## src/rtl/wkt_pkg.sv

```systemverilog
package wkt_pkg;
    typedef enum logic {
        SEL_CTRL   = 1'b0,
        SEL_PRESET = 1'b1
    } wkt_sel_e;

    localparam int CTRL_RUN  = 0;
    localparam int CTRL_FLAG = 1;
    localparam int CTRL_IE   = 2;
    localparam int CTRL_W    = 3;
endpackage

```

## src/rtl/wkt_regs.sv

```systemverilog
module wkt_regs
    import wkt_pkg::*;
#(
    parameter int CNT_W = 12
) (
    input  logic             clk,
    input  logic             rst_n,
    input  logic             wr,
    input  logic             sel,
    input  logic [CNT_W-1:0] wdata,
    input  logic             flag_i,
    output logic             run_q,
    output logic             run_nx,
    output logic             ie_q,
    output logic             ie_nx,
    output logic             flag_clr,
    output logic [CNT_W-1:0] preset_q,
    output logic [CNT_W-1:0] rdata
);
    typedef struct packed {
        logic             run;
        logic             ie;
        logic [CNT_W-1:0] preset;
    } regs_t;

    regs_t st_d, st_q;
    logic  ctrl_wr;

    always_comb begin
        st_d     = st_q;
        ctrl_wr  = wr && (sel == SEL_CTRL);
        flag_clr = ctrl_wr && !wdata[CTRL_FLAG];
        if (ctrl_wr) begin
            st_d.run = wdata[CTRL_RUN];
            st_d.ie  = wdata[CTRL_IE];
        end
        if (wr && (sel == SEL_PRESET)) begin
            st_d.preset = wdata;
        end
        run_nx   = st_d.run;
        ie_nx    = st_d.ie;
        run_q    = st_q.run;
        ie_q     = st_q.ie;
        preset_q = st_q.preset;
        rdata    = '0;
        if (sel == SEL_PRESET) begin
            rdata = st_q.preset;
        end else begin
            rdata[CTRL_RUN]  = st_q.run;
            rdata[CTRL_FLAG] = flag_i;
            rdata[CTRL_IE]   = st_q.ie;
        end
    end

    always_ff @(posedge clk or negedge rst_n) begin
        if (!rst_n) st_q <= '0;
        else        st_q <= st_d;
    end
endmodule

```

## src/rtl/wkt_counter.sv

```systemverilog
module wkt_counter #(
    parameter int CNT_W = 12
) (
    input  logic             clk,
    input  logic             rst_n,
    input  logic             run_q,
    input  logic             run_nx,
    input  logic [CNT_W-1:0] preset,
    input  logic             tick,
    output logic             evt
);
    logic [CNT_W-1:0] cnt_d, cnt_q;

    always_comb begin
        cnt_d = cnt_q;
        evt   = 1'b0;
        if (!(run_q && run_nx)) begin
            // halted, being stopped, or being started: sit on the preset
            cnt_d = preset;
        end else if (tick) begin
            if (cnt_q <= CNT_W'(1)) begin
                evt   = 1'b1;
                cnt_d = preset;
            end else begin
                cnt_d = cnt_q - CNT_W'(1);
            end
        end
    end

    always_ff @(posedge clk or negedge rst_n) begin
        if (!rst_n) cnt_q <= '0;
        else        cnt_q <= cnt_d;
    end
endmodule

```

## src/rtl/wkt_irq.sv

```systemverilog
module wkt_irq #(
    parameter int REL_TICKS = 1,
    localparam int REL_W    = $clog2(REL_TICKS + 1)
) (
    input  logic clk,
    input  logic rst_n,
    input  logic evt,
    input  logic flag_clr,
    input  logic ie_nx,
    input  logic rel_tick,
    output logic flag_q,
    output logic irq_q
);
    typedef struct packed {
        logic             flag;
        logic             irq;
        logic [REL_W-1:0] rel;
    } irq_t;

    irq_t st_d, st_q;
    logic flag_pre;
    logic fresh;

    always_comb begin
        st_d     = st_q;
        flag_pre = flag_clr ? 1'b0 : st_q.flag;
        fresh    = evt && !flag_pre;
        st_d.flag = flag_pre || evt;
        if (!ie_nx) begin
            st_d.irq = 1'b0;
            st_d.rel = '0;
        end else if (fresh) begin
            st_d.irq = 1'b1;
            st_d.rel = REL_W'(REL_TICKS);
        end else if (st_q.irq && rel_tick) begin
            if (st_q.rel <= REL_W'(1)) begin
                st_d.irq = 1'b0;
                st_d.rel = '0;
            end else begin
                st_d.rel = st_q.rel - REL_W'(1);
            end
        end
        flag_q = st_q.flag;
        irq_q  = st_q.irq;
    end

    always_ff @(posedge clk or negedge rst_n) begin
        if (!rst_n) st_q <= '0;
        else        st_q <= st_d;
    end
endmodule

```

## src/rtl/wkt_top.sv

```systemverilog
module wkt_top #(
    parameter int CNT_W     = 12,
    parameter int REL_TICKS = 1
) (
    input  logic             clk,
    input  logic             rst_n,
    input  logic             reg_wr,
    input  logic             reg_sel,
    input  logic [CNT_W-1:0] reg_wdata,
    output logic [CNT_W-1:0] reg_rdata,
    input  logic             src_tick,
    input  logic             rel_tick,
    output logic             flag_o,
    output logic             irq_o
);
    logic             run_q, run_nx, ie_q, ie_nx, flag_clr, tmr_evt;
    logic [CNT_W-1:0] preset_q;

    wkt_regs #(.CNT_W(CNT_W)) regs_i (
        .clk(clk), .rst_n(rst_n), .wr(reg_wr), .sel(reg_sel), .wdata(reg_wdata),
        .flag_i(flag_o), .run_q(run_q), .run_nx(run_nx), .ie_q(ie_q), .ie_nx(ie_nx),
        .flag_clr(flag_clr), .preset_q(preset_q), .rdata(reg_rdata)
    );

    wkt_counter #(.CNT_W(CNT_W)) cnt_i (
        .clk(clk), .rst_n(rst_n), .run_q(run_q), .run_nx(run_nx),
        .preset(preset_q), .tick(src_tick), .evt(tmr_evt)
    );

    wkt_irq #(.REL_TICKS(REL_TICKS)) irq_i (
        .clk(clk), .rst_n(rst_n), .evt(tmr_evt), .flag_clr(flag_clr), .ie_nx(ie_nx),
        .rel_tick(rel_tick), .flag_q(flag_o), .irq_q(irq_o)
    );
endmodule

```

## config.mk

```make
export PLATFORM = sky130hd
export DESIGN_NAME = wkt_top
export DESIGN_NICKNAME = d
export VERILOG_FILES = /design/src/rtl/wkt_pkg.sv /design/src/rtl/wkt_regs.sv /design/src/rtl/wkt_counter.sv /design/src/rtl/wkt_irq.sv /design/src/rtl/wkt_top.sv
export SDC_FILE = /design/constraint.sdc
export NUM_CORES = 1
export LEC_CHECK = 0
export BUFFER_PORTS_ARGS = -buffer_cell sky130_fd_sc_hd__buf_2
export CAP_MARGIN = 25
export CORE_MARGIN = 8
export CORE_UTILIZATION = 45
export DETAILED_ROUTE_END_ITERATION = 10
export MAX_ROUTING_LAYER = met4
export PLACE_DENSITY = 0.73
export SYNTH_ARGS = -nofsm -noshare
export SYNTH_HDL_FRONTEND = slang
export SYNTH_SLANG_ARGS = --single-unit
```

## constraint.sdc

```tcl
create_clock -name clk -period 1.96 [get_ports clk]
set_clock_uncertainty 0.15 [all_clocks]
set_input_delay 0.098 -clock clk [delete_from_list [all_inputs] [get_ports clk]]
set_output_delay 0.098 -clock clk [all_outputs]
set_load 0.02 [all_outputs]
```

==> summary.md, run 1 <==
| Metric | Value |
|---|---|
| Status | `finished, violations left` |
| Failing checks | `setup timing` |
| Routed WL | `4660 um` |
| Crit path max fanout | `5` |
| Worst Path Arrival | `2210 ps` |
| Clk slew on worst S/H paths | `approximately 150 ps` |
| Slowest Stage Delay on Critical Path | `560 ps` |
| Area occupied by multi-input gates | `~980 sq um` |
| CP Class | `flip-flop to flip-flop` |
| DP HPWL | `3190 um` |
| Worst-Skew Late Latency | `~330 ps` |
| Core Area | `0.00334 sq mm` |
| First-pass GRT wire length | `7410 um` |
| Site Rows | `21` |
| CTS tree | `built` |
| Fmax | `0.469 GHz` |
| Hold Vio Cnt, Final | `0` |
| Adder-cell share of the synthesized area | `approximately 1.6%` |
| Top delay family on crit path | `simple AND/OR/NAND/NOR gates` |
| Ant diodes | `0` |
| Post-synth EDFFs | `0` |
| Simple-gate share of the synthesized area | `roughly a quarter` |
| Drt pass-1 iters | `4` |
| Worst hold endpoint | `regs_i.run_q` |
| CP bufs+invs | `1` |
| Unrepaired setup endpoints after global routing | `true` |
| Buffers on Ports | `31` |
| Initial antenna violation count | `0` |
| Power Total | `2.16 mW` |
| Reg2reg path depth | `6` |
| Tmin final | `2130 ps` |
| CTS buffer count | `3` |
| Initial core utilization | `about 47%` |
| Met2 wire len | `2390 um` |
| Worst r2r src | `cnt_i.cnt_q[9]` |
| Area Growth Syn to Fin | `46.7%` |
| Net Switching | `0.816 mW` |
| Global Route Usage Sum | `17.8%` |
| Die width | `75.1 um` |
| GRT overflow | `0` |
| # DRC | `0` |
| Yosys warns | `0` |
| Vias after detailed routing | `around 1,500` |
| Number of synthesized register bits | `28` |
| Maximum vdd drop | `roughly 0.53 mV` |
| Vias in the first global route | `1,623` |
| Share of post-route cells with drive strength above 1 | `50.7%` |
| Largest net degree at the start of global routing | `29` |
| Hold Path Class | `input port to flip-flop` |
| XOR/XNOR share of the synthesized area | `0%` |
| Pwr Density | `slightly above 900 mW/mm^2` |
| Max-slew headroom | `49.0%` |
| Max Slew Vio Count | `0` |
| Initial DRC Count | `56` |
| Slowest CP cell | `or4_4` |
| Htree depth | `1` |
| Flop-to-flop setup slack | `-170 ps` |
| Die Ht | `75.1 um` |
| MaxCap Viol Count | `0` |
| Count of different cell masters after synthesis | `45` |
| Die area | `between 0.005 and 0.006 sq mm` |
| Fillers | `between 200 and 250` |
| Post-Syn Nets | `177` |
| Top Metal Used | `met4` |
| P_int | `1.34 mW` |
| Post-synthesis compound-gate area fraction | `12.5%` |
| CP Cell Sequence | `or4_4 > nor4_4 > or2_4 > buf_6 > a21oi_2 > a211o_1` |
| Met1 WL | `1890 um` |
| Routed length on met3 | `245 um` |
| Cell Area, Synth | `0.00157 sq mm` |
| Fraction of registers with async set/reset | `100%` |
| Register Area | `701 sq um` |
| Final setup TNS | `-1230 ps` |
| Setup ws final | `-170 ps` |
| Cells on Worst Hold Path | `4` |
| Maximum root-to-sink buffer count | `2` |
| Routed Antenna Nets | `0` |
| Sw Share | `a little under two fifths` |
| Final nets | `249` |
| P_leak | `roughly 1.0 nW` |
| Worst slew pin tran | `763 ps` |
| I/O pin cnt | `32` |
| Logic pwr share | `50.6%` |
| R2R Path End | `cnt_i.cnt_q[3]` |
| Final period util | `109%` |
| Sink Count | `28` |
| DP Worst Slack | `-218 ps` |
| Critical path required time | `2040 ps` |
| CP Capture Type | `flip-flop` |
| Global placer's final weighted congestion | `0.892` |
| Root buffer cell | `clkbuf_4` |
| Mux cell area share after synthesis | `12.8%` |
| Top FF cell, synth | `dfrtp_1` |
| CP Launch Type | `flip-flop` |
| Hold wc startpoint | `reg_wr` |
| Cells after Synth | `157` |
| Post-Syn Area per Cell | `about 10 sq um` |
| Register area share after synthesis | `44.6%` |
| Largest family of logic cells by synthesized area | `simple AND/OR/NAND/NOR gates` |
| DR WL/cell | `17.1 um` |
| Flop pwr share | `38.1%` |
| Via density | `between 5 and 6` |
| Clock power share | `11.3%` |
| Final-report setup violation count | `13` |
power groups by stage:
stage / clock network [mW] / logic (mW) / registers [mW]
final: 0.243 / 1.09 / 0.822
after global routing: 0.256 / 1.18 / 0.840
after CTS: 0.238 / 1.00 / 0.818
after detailed placement: 0 / 0.922 / 0.833
after global placement: 0 / 0.890 / 0.820
after floorplan: 0 / 0.557 / 0.834
worst register-to-register path: stages, from the launching register on:
cell	delay [ps]
dfrtp_1	410
or4_4	560
nor4_4	330
or2_4	200
buf_6	110
a21oi_2	30
a211o_1	240
through the flow:
stage | hold WS, ps | util, % | std cells | area, sq um
finish | 146 | 69.1 | 273 | 2310
global route | 163 | 69.1 | 273 | 2310
CTS | 140 | 66.6 | 272 | 2220
detailed placement | -1.32 | 60.1 | 252 | 2000
global placement | -4.28 | 60.1 | 252 | 2000
floorplan | -348 | - | 157 | 1660
cell families after synthesis:
family,count (synthesis)
compound gates,29
fa+ha+maj,2
buf+inv,13
flops,28
mux,18
simple gates,67
placed cells by master (no fill, tap or decap), types with 3 or more instances in the layout:
cell type,netlist,routed
mux2_2,17,17
nor2_1,7,5
nand2_1,8,8
dlygate4sd3_1,0,15
nand3_2,0,3
buf_2,1,31
buf_4,1,27
a21oi_2,0,4
or4_4,0,3
nor3_2,0,5
or3_1,4,3
and2_1,9,9
nor3_1,9,4
clkbuf_4,0,3
inv_1,5,3
o21ai_0,4,3
dfrtp_1,28,28
timing repair:
item                                    in CTS  in global routing
setup buffers                                2                  1
resized for setup                            9                 16
hold endpoints to repair                    45                  0
endpoints found under the setup margin      14                 14
pin swaps                                   10                 11
hold buffers                                15                  0
cell type report:
cell class              instances  area share, %
clock buffers                   3          0.976
inverters                       5          0.813
multi-input cells             116           42.4
flip-flops and latches         28           30.4
well taps                      46           2.49
repair buffers                 75           23.0
worst max path at each step:
stage	from	endpoint	slack [ps]	cells after the start
final	cnt_i.cnt_q[9]	cnt_i.cnt_q[3]	-170	6
after global routing	cnt_i.cnt_q[9]	cnt_i.cnt_q[3]	-230	6
after CTS	cnt_i.cnt_q[9]	cnt_i.cnt_q[3]	-150	6
after detailed placement	cnt_i.cnt_q[11]	cnt_i.cnt_q[3]	-220	6
after global placement	cnt_i.cnt_q[11]	cnt_i.cnt_q[3]	-180	6
after floorplan	cnt_i.cnt_q[6]	cnt_i.cnt_q[11]	-140	6
per-layer routing:
layer  global-route usage (%)  vias to the layer above
met3                     2.93                       15
met2                     29.8                       57
met1                     20.2                      734
met4                     8.04                        0
li1                         -                      720
met5                        -                        -
registers in the layout, indices dropped and copies added, names as in the netlist:
| name | cells |
|---|---|
| cnt_i.cnt_q | 12 |
| regs_i.preset_q | 12 |
| regs_i.run_q | 1 |
| irq_i.st_q | 1 |
| regs_i.ie_q | 1 |
| irq_i.flag_q | 1 |
synthesized netlist by cell type (2+ instances only):
cell type | n | area share, %
a21oi_1 | 6 | 1.9
or3_1 | 4 | 1.6
or4_1 | 5 | 2.4
nand2_1 | 8 | 1.9
nor2b_1 | 2 | 0.80
nand4b_1 | 2 | 1.1
clkbuf_1 | 5 | 1.2
and3_1 | 2 | 0.80
nand2b_1 | 2 | 0.80
or2_2 | 2 | 0.80
a211o_1 | 2 | 1.1
nor3b_1 | 2 | 0.95
inv_1 | 5 | 1.2
o21ai_0 | 4 | 1.3
nor2_1 | 7 | 1.7
dfrtp_1 | 28 | 45
a22oi_1 | 2 | 0.95
o31ai_1 | 2 | 0.95
nor3_1 | 9 | 2.9
ha_1 | 2 | 1.6
nor4_1 | 2 | 0.80
mux2_2 | 17 | 12
nand3_1 | 5 | 1.6
nand4_1 | 2 | 0.80
o21ai_1 | 2 | 0.64
and2_1 | 9 | 3.6
Power figures use the tool's default switching activity.
==> inputs of run 2 (changes only) <==
--- a/config.mk
+++ b/config.mk
@@ -5,13 +5,14 @@
 export SDC_FILE = /design/constraint.sdc
 export NUM_CORES = 1
 export LEC_CHECK = 0
+export ABC_AREA = 1
 export BUFFER_PORTS_ARGS = -buffer_cell sky130_fd_sc_hd__buf_2
 export CAP_MARGIN = 25
 export CORE_MARGIN = 8
 export CORE_UTILIZATION = 45
 export DETAILED_ROUTE_END_ITERATION = 10
 export MAX_ROUTING_LAYER = met4
-export PLACE_DENSITY = 0.73
+export PLACE_DENSITY = 0.72
 export SYNTH_ARGS = -nofsm -noshare
 export SYNTH_HDL_FRONTEND = slang
 export SYNTH_SLANG_ARGS = --single-unit
==> run 2 against run 1 <==
The run now ends clean. Final area is 9.7% lower. Combinational power is 43% lower. Fmax is 19% higher. Clock power is 49% higher. Utilization is 12 points lower. Global-route usage is 3.9 points lower. Power is 17% lower. Worst hold slack worse by 130 ps. Sequential share of layout area is 3.3 points higher. Sequential power is 2% lower. Worst setup slack better by 350 ps.
==> summary.md, run 2 <==
| Metric | Value |
|---|---|
| P_leak | `1.17 nW (+16%)` |
| Top FF cell, synth | `dfrtp_1` |
| Slowest Stage Delay on Critical Path | `400 ps (-160 ps)` |
| Count leader, synth | `nand2_1` |
| Root buffer cell | `clkbuf_8` |
| Fin area | `0.00208 sq mm (-9.7%)` |
| Pwr Density | `860 mW/mm^2 (-8.0%)` |
| Initial DRC Count | `82 (+46%)` |
| Max Slew Vio Count | `0 (unchanged)` |
| Worst r2r src | `cnt_i.cnt_q[0]` |
| Ranking of synthesized cells by area | `dfrtp_1 (41%), nand2_1 (16%), inv_1 (9.3%), nand3_1 (5.6%), nor2_1 (5.3%)` |
| Global Route Usage Sum | `13.8% (-3.9 points)` |
| Worst Path Arrival | `1810 ps (-400 ps)` |
| Htree depth | `1 (unchanged)` |
| Hold Vio Cnt, Final | `0 (unchanged)` |
| First-pass GRT wire length | `6820 um (-7.9%)` |
| Yosys warns | `0 (unchanged)` |
| CP bufs+invs | `3 (+2)` |
| Hold wc startpoint | `src_tick` |
| Share of post-route cells with drive strength above 1 | `19.0% (-32 points)` |
| Final period util | `91.0% (-18 points)` |
| Top-area cell type share of the netlist area | `41.1% (-3.4 points)` |
| CP Capture Type | `flip-flop` |
| Slowest CP cell | `dfrtp_1` |
| Final nets | `310 (+24%)` |
| Post-synth EDFFs | `0 (unchanged)` |
| Die Ht | `77.5 um (+3.2%)` |
| # DRC | `0 (unchanged)` |
| Post-Syn Nets | `265 (+50%)` |
| Area Growth Syn to Fin | `22.3%` |
| Commonest non-fill, non-tap cell in the layout | `nand2_1` |
| MaxCap Viol Count | `0 (unchanged)` |
| Fillers | `322 (+35%)` |
| Drt pass-1 iters | `4 (unchanged)` |
| Core Area | `0.00366 sq mm (+9.7%)` |
| Vias in the first global route | `1,526 (-6.0%)` |
| R2R Path End | `cnt_i.cnt_q[10]` |
| Vias after detailed routing | `1,569 (+2.8%)` |
| Worst hold endpoint | `irq_i.flag_q` |
| Die width | `77.5 um (+3.2%)` |
| Fmax | `0.561 GHz (+19%)` |
| Tmin final | `1780 ps (-347 ps)` |
| Routed Antenna Nets | `0 (unchanged)` |
| Ant diodes | `0 (unchanged)` |
| Post-Syn Area per Cell | `6.95 sq um (-31%)` |
| Global placer's final weighted congestion | `0.908 (+1.8%)` |
| Cell Area, Synth | `0.00170 sq mm (+8.3%)` |
| Buffers on Ports | `31 (unchanged)` |
| I/O pin cnt | `32 (unchanged)` |
| Cells on Worst Hold Path | `5 (+1)` |
| Die area | `0.00601 sq mm (+6.5%)` |
| Site Rows | `22 (+4.8%)` |
| Max-slew headroom | `58.5% (+9.5 points)` |
| CP most frequent cell | `nand2_1` |
| Crit path max fanout | `17 (+12)` |
| Setup bufs post-CTS | `0 (-2)` |
| DP HPWL | `2760 um (-13%)` |
| Most frequent cells in the layout | `nand2_1 (73), inv_1 (42), buf_2 (31), dfrtp_1 (28), nor2_1 (24)` |
| Power Total | `1.79 mW (-17%)` |
| Critical path required time | `1980 ps (-60 ps)` |
| Final setup TNS | `0 ps (+1230 ps)` |
| Largest net degree at the start of global routing | `29 (unchanged)` |
| Worst-Skew Late Latency | `270 ps (-60 ps)` |
| Flop-to-flop setup slack | `180 ps (+350 ps)` |
| Initial antenna violation count | `0 (unchanged)` |
| DP Worst Slack | `120 ps (+338 ps)` |
| CTS tree | `built` |
| CP Class | `flip-flop to flip-flop` |
| Initial core utilization | `46.5% (-0.62 points)` |
| Register area share after synthesis | `41.1% (-3.4 points)` |
| Final hold slack | `17.6 ps (-129 ps)` |
| Sink Count | `28 (unchanged)` |
| Hold Path Class | `input port to flip-flop` |
| Maximum root-to-sink buffer count | `2 (unchanged)` |
| Synth area leader | `dfrtp_1` |
| Maximum vdd drop | `0.426 mV (-19%)` |
| Synth cell count leaders | `nand2_1 (73), inv_1 (42), dfrtp_1 (28)` |
| Routed WL | `3850 um (-17%)` |
| Clk slew on worst S/H paths | `90 ps (-60 ps)` |
| Fraction of registers with async set/reset | `100% (unchanged)` |
| Unrepaired setup endpoints after global routing | `false` |
| Cells after Synth | `245 (+56%)` |
| Reg2reg path depth | `12 (+6)` |
| DR WL/cell | `11.4 um (-33%)` |
| Worst slew pin tran | `622 ps (-141 ps)` |
| Final-report setup violation count | `0 (-13)` |
| Top delay family on crit path | `simple AND/OR/NAND/NOR gates` |
| Count of different cell masters after synthesis | `24 (-47%)` |
| CP Launch Type | `flip-flop` |
| CTS buffer count | `3 (unchanged)` |
| CP Cell Sequence | `inv_1 > ha_1 > inv_1 > nand2_1 > nand2_1 > nor2_2 > nand2_2 > nand2_8 > inv_4 > nand3_1 > nand2_1 > nand2_1` |
| Number of synthesized register bits | `28 (unchanged)` |
| GRT overflow | `0 (unchanged)` |
| Dpl cell area | `0.00188 sq mm (-6.4%)` |
| Via density | `4.66 (-17%)` |
| Status | `completed` |
| Setup ws final | `177 ps (+347 ps)` |
==> run 2: cell types whose count changed in the layout (fill, tap and decap cells not counted), sizes merged, moves of 6 or more <==
cell | before | now
nand2 | 8 | 82
inv | 5 | 45
buf | 60 | 33
nor2 | 7 | 29
mux2 | 17 | 0
nand3 | 5 | 19
a21oi | 6 | 17
and2 | 9 | 0
nor3 | 9 | 3
==> run 2: through the flow <==
| step | utilization, % | instances |
|---|---|---|
| floorplan | - | 245 |
| finish | 56.9 | 337 |
| detailed placement | 51.3 | 319 |
| CTS | 56.6 | 337 |
| global placement | 51.3 | 319 |
| global route | 56.9 | 337 |
==> run 2: logic make-up (layout without fill, tap and decap cells) <==
| logic type | count (synthesis) | after routing | synth area share, % |
|---|---|---|---|
| buffers and inverters | 52 | 96 | 13.2 |
| AO/OA/AOI/OAI | 27 | 27 | 8.45 |
| flip-flops | 28 | 28 | 41.1 |
| XOR/XNOR | 1 | 1 | 0.514 |
| AND/OR/NAND/NOR | 135 | 135 | 35.2 |
| adder cells (fa/ha/maj) | 2 | 2 | 1.47 |
==> run 2: worst max-delay path by stage <==
stage / startpoint / to / slack, ps / cells after the start
after floorplan: cnt_i.cnt_q[0] / cnt_i.cnt_q[0] / 310 / 12
after CTS: cnt_i.cnt_q[0] / cnt_i.cnt_q[8] / 90 / 12
after global routing: cnt_i.cnt_q[0] / cnt_i.cnt_q[10] / 10 / 12
after global placement: cnt_i.cnt_q[0] / cnt_i.cnt_q[7] / 180 / 12
after detailed placement: cnt_i.cnt_q[0] / cnt_i.cnt_q[10] / 120 / 12
final: cnt_i.cnt_q[0] / cnt_i.cnt_q[10] / 180 / 12
==> run 2: layer usage <==
layer	share of wire, %	global-route usage (%)
met5	0	-
met4	1.7	5.09
met3	3.5	1.61
met2	47	21.7
met1	48	17.8
==> run 2: cell type report <==
cell class / instances / area (sq um) / area share (%)
clock buffers: 4 / 55.1 / 2.64
inverters: 45 / 171 / 8.23
multi-input cells: 165 / 786 / 37.7
flip-flops and latches: 28 / 701 / 33.6
well taps: 48 / 60.1 / 2.88
repair buffers: 47 / 310 / 14.9
==> run 2: worst reg2reg max path: cells and delay by family, from the launching register on <==
family	cells	cell delay, ps
adders and majority gates	1	240
buffers and inverters	3	300
DFF	1	400
and+or+nand+nor	8	600
==> run 2: what timing repair did <==
item | 4_1_cts | 5_1_grt
endpoints found under the setup margin | 0 | 10
hold buffers | 14 | 0
gates resized for setup | 0 | 2
endpoints found under the hold margin | 43 | 0
==> run 2: power by group <==
| part | switching (mW) | internal [mW] |
|---|---|---|
| Combinational | 0.397 | 0.230 |
| Clock | 0.181 | 0.180 |
| Sequential | 0.108 | 0.696 |
| Total | 0.686 | 1.11 |
==> inputs of run 3 (changes only) <==
--- a/config.mk
+++ b/config.mk
@@ -12,7 +12,8 @@
 export CORE_UTILIZATION = 45
 export DETAILED_ROUTE_END_ITERATION = 10
 export MAX_ROUTING_LAYER = met4
-export PLACE_DENSITY = 0.72
+export PLACE_DENSITY = 0.7
+export SLEW_MARGIN = 20
 export SYNTH_ARGS = -nofsm -noshare
 export SYNTH_HDL_FRONTEND = slang
 export SYNTH_SLANG_ARGS = --single-unit
==> constraint.sdc (replaced) <==
create_clock -name clk -period 1.66 [get_ports clk]
set_clock_uncertainty 0.15 [all_clocks]
set_input_delay 0.083 -clock clk [delete_from_list [all_inputs] [get_ports clk]]
set_output_delay 0.083 -clock clk [all_outputs]
set_load 0.02 [all_outputs]
==> run 3 against run 2 <==
Power grew 37%. Sequential share of layout area is 3.1 points lower. Global-route usage grew 1.1 points. Combinational power rose by 54%. Final area increased by 10%. Clock power grew 50%. First-iteration DRC count rose by 17%. Count of clock-buffer cells in the layout shrank 1. Largest power group is now combinational logic.
==> summary.md, run 3 (synthesis gave the netlist of run 2 again) <==
| Metric | Value |
|---|---|
| Status | `completed` |
| Final hold slack | `6.19 ps (-11.4 ps)` |
| Logic pwr share | `39.4% (+4.4 points)` |
| CP Class | `flip-flop to flip-flop` |
| Sw Share | `37.2% (-1.1 points)` |
| Worst hold endpoint | `regs_i.run_q` |
| DP HPWL | `2850 um (+3.3%)` |
| Via density | `4.84 (+4.0%)` |
| Worst-Skew Late Latency | `280 ps (about the same)` |
| Flop pwr share | `38.5% (-6.4 points)` |
| Htree depth | `1 (unchanged)` |
| R2R Path End | `cnt_i.cnt_q[2]` |
| Final setup TNS | `0 ps (unchanged)` |
| CP Capture Type | `flip-flop` |
| Commonest non-fill, non-tap cell in the layout | `nand2_1` |
| DR WL/cell | `12.3 um (+7.8%)` |
| Initial DRC Count | `96 (+17%)` |
| P_leak | `1.27 nW (+8.3%)` |
| Fin area | `0.00230 sq mm (+10%)` |
| Ant diodes | `0 (unchanged)` |
| Maximum vdd drop | `0.657 mV (+54%)` |
| Root buffer cell | `clkbuf_8` |
| Global placer's final weighted congestion | `0.860 (-5.3%)` |
| Hold Vio Cnt, Final | `0 (unchanged)` |
| Worst r2r src | `cnt_i.cnt_q[0]` |
| Worst slew pin tran | `639 ps (+17.0 ps)` |
| Clock power share | `22.1% (+2.0 points)` |
| Vias in the first global route | `1,689 (+11%)` |
| Hold Path Class | `input port to flip-flop` |
| Site Rows | `22 (unchanged)` |
| Fmax | `0.606 GHz (+8.1%)` |
| Worst Path Arrival | `1710 ps (-100 ps)` |
| Global Route Usage Sum | `15.0% (+1.1 points)` |
| Cells on Worst Hold Path | `3 (-2)` |
| Core Area | `0.00366 sq mm (unchanged)` |
| Sink Count | `28 (unchanged)` |
| Net Switching | `0.912 mW (+33%)` |
| Max Slew Vio Count | `0 (unchanged)` |
| Unrepaired setup endpoints after global routing | `true` |
| Initial antenna violation count | `0 (unchanged)` |
| Final nets | `323 (+4.2%)` |
| Final-report setup violation count | `0 (unchanged)` |
| GRT overflow | `0 (unchanged)` |
| Most frequent cells in the layout | `nand2_1 (64), inv_1 (40), buf_2 (31), dfrtp_1 (28), nor2_1 (21)` |
| Tmin final | `1650 ps (-134 ps)` |
| Pwr Density | `1070 mW/mm^2 (+24%)` |
| Reg2reg path depth | `12 (unchanged)` |
| Drt pass-1 iters | `4 (unchanged)` |
| Die Ht | `77.5 um (unchanged)` |
| P_int | `1.54 mW (+39%)` |
| Crit path max fanout | `10 (-7)` |
| Die area | `0.00601 sq mm (unchanged)` |
| Power Total | `2.45 mW (+37%)` |
| Dpl cell area | `0.00194 sq mm (+3.6%)` |
| CTS tree | `built` |
| CTS buffer count | `3 (unchanged)` |
| MaxCap Viol Count | `0 (unchanged)` |
| Area Growth Syn to Fin | `35.0%` |
| Max-slew headroom | `57.4% (-1.1 points)` |
| Vias after detailed routing | `1,694 (+8.0%)` |
| Clk slew on worst S/H paths | `90 ps (about the same)` |
| Routed WL | `4310 um (+12%)` |
| Buffers on Ports | `31 (unchanged)` |
| Flop-to-flop setup slack | `10 ps (-170 ps)` |
| Final period util | `99.4% (+8.4 points)` |
| CP Launch Type | `flip-flop` |
| Largest net degree at the start of global routing | `29 (unchanged)` |
| Die width | `77.5 um (unchanged)` |
| First-pass GRT wire length | `7420 um (+8.8%)` |
| Hold wc startpoint | `reg_sel` |
| Share of post-route cells with drive strength above 1 | `28.8% (+9.8 points)` |
| Fillers | `330 (+2.5%)` |
| # DRC | `0 (unchanged)` |
| Maximum root-to-sink buffer count | `2 (unchanged)` |
| Critical path required time | `1720 ps (-260 ps)` |
| Initial core utilization | `46.5% (unchanged)` |
| Routed Antenna Nets | `0 (unchanged)` |
| I/O pin cnt | `32 (unchanged)` |
run 3: changes by cell type in the layout (fill, tap and decap cells not counted), moves of 3 or more:
cell / delta
nand2_2: +8
nand3_2: +3
nand3_1: -3
buf_4: +9
nand2_1: -9
nor2_1: -3
run 3: metrics by stage:
stage	utilization (%)	setup WS, ps	cells
2_1_floorplan	-	13.6	245
3_3_place_gp	53.1	-28.6	328
3_5_place_dp	53.1	-62.2	328
4_1_cts	59.5	4.45	347
5_1_grt	62.8	-102	350
6_report	62.8	10.2	350
run 3: metal layers:
metal  GRT usage [%]  wire length, um  vias to the layer above  share of wire (%)
met5               -                0                        -                  0
met4            6.42               57                        0                1.3
met3            2.07              183                        4                4.2
met2            23.7             2130                       46                 49
met1            18.7             1940                      784                 45
li1                -                -                      860                  -
run 3: final cells by class:
type                    instances  area, sq um  area share, %
multi-input cells             167          891           38.8
clock buffers                   3         41.3           1.80
repair buffers                 58          399           17.4
flip-flops and latches         28          701           30.5
inverters                      45          176           7.68
clock inverters                 1         30.0           1.31
well taps                      48         60.1           2.61
run 3: worst max path at each step:
| stage | end | slack (ps) | from |
|---|---|---|---|
| 2_1_floorplan | cnt_i.cnt_q[0] | 10 | cnt_i.cnt_q[0] |
| 6_report | cnt_i.cnt_q[2] | 10 | cnt_i.cnt_q[0] |
| 4_1_cts | cnt_i.cnt_q[1] | 4 | cnt_i.cnt_q[0] |
| 3_3_place_gp | cnt_i.cnt_q[9] | -30 | cnt_i.cnt_q[0] |
| 3_5_place_dp | cnt_i.cnt_q[11] | -60 | cnt_i.cnt_q[0] |
| 5_1_grt | cnt_i.cnt_q[11] | -100 | cnt_i.cnt_q[0] |
run 3: repair_timing:
item                       4_1_cts  5_1_grt
gates cloned                     0        2
pin swaps                        0       14
gates resized for setup          2       29
setup endpoints to repair       10       13
hold buffers                    15        0
hold endpoints to repair        44        0
buffers inserted                 0        1
run 3: critical path, cell delays in order (launching register included):
cell and delay (ps):
dfrtp_1 420, inv_2 90, ha_4 130, inv_1 40, nand2_2 60, nand2_2 70, nor2_4 130, nand2_4 130
nand2_8 140, inv_8 60, nand2_1 50, nand3_1 60, nand2_1 70
run 3: power by group through the flow:
| stage | logic (mW) | clock network (mW) | registers, mW |
|---|---|---|---|
| 2_1_floorplan | 0.560 | 0 | 0.930 |
| 3_3_place_gp | 0.786 | 0 | 0.939 |
| 3_5_place_dp | 0.791 | 0 | 0.946 |
| 4_1_cts | 0.833 | 0.550 | 0.934 |
| 5_1_grt | 1.10 | 0.576 | 0.966 |
| 6_report | 0.966 | 0.541 | 0.943 |
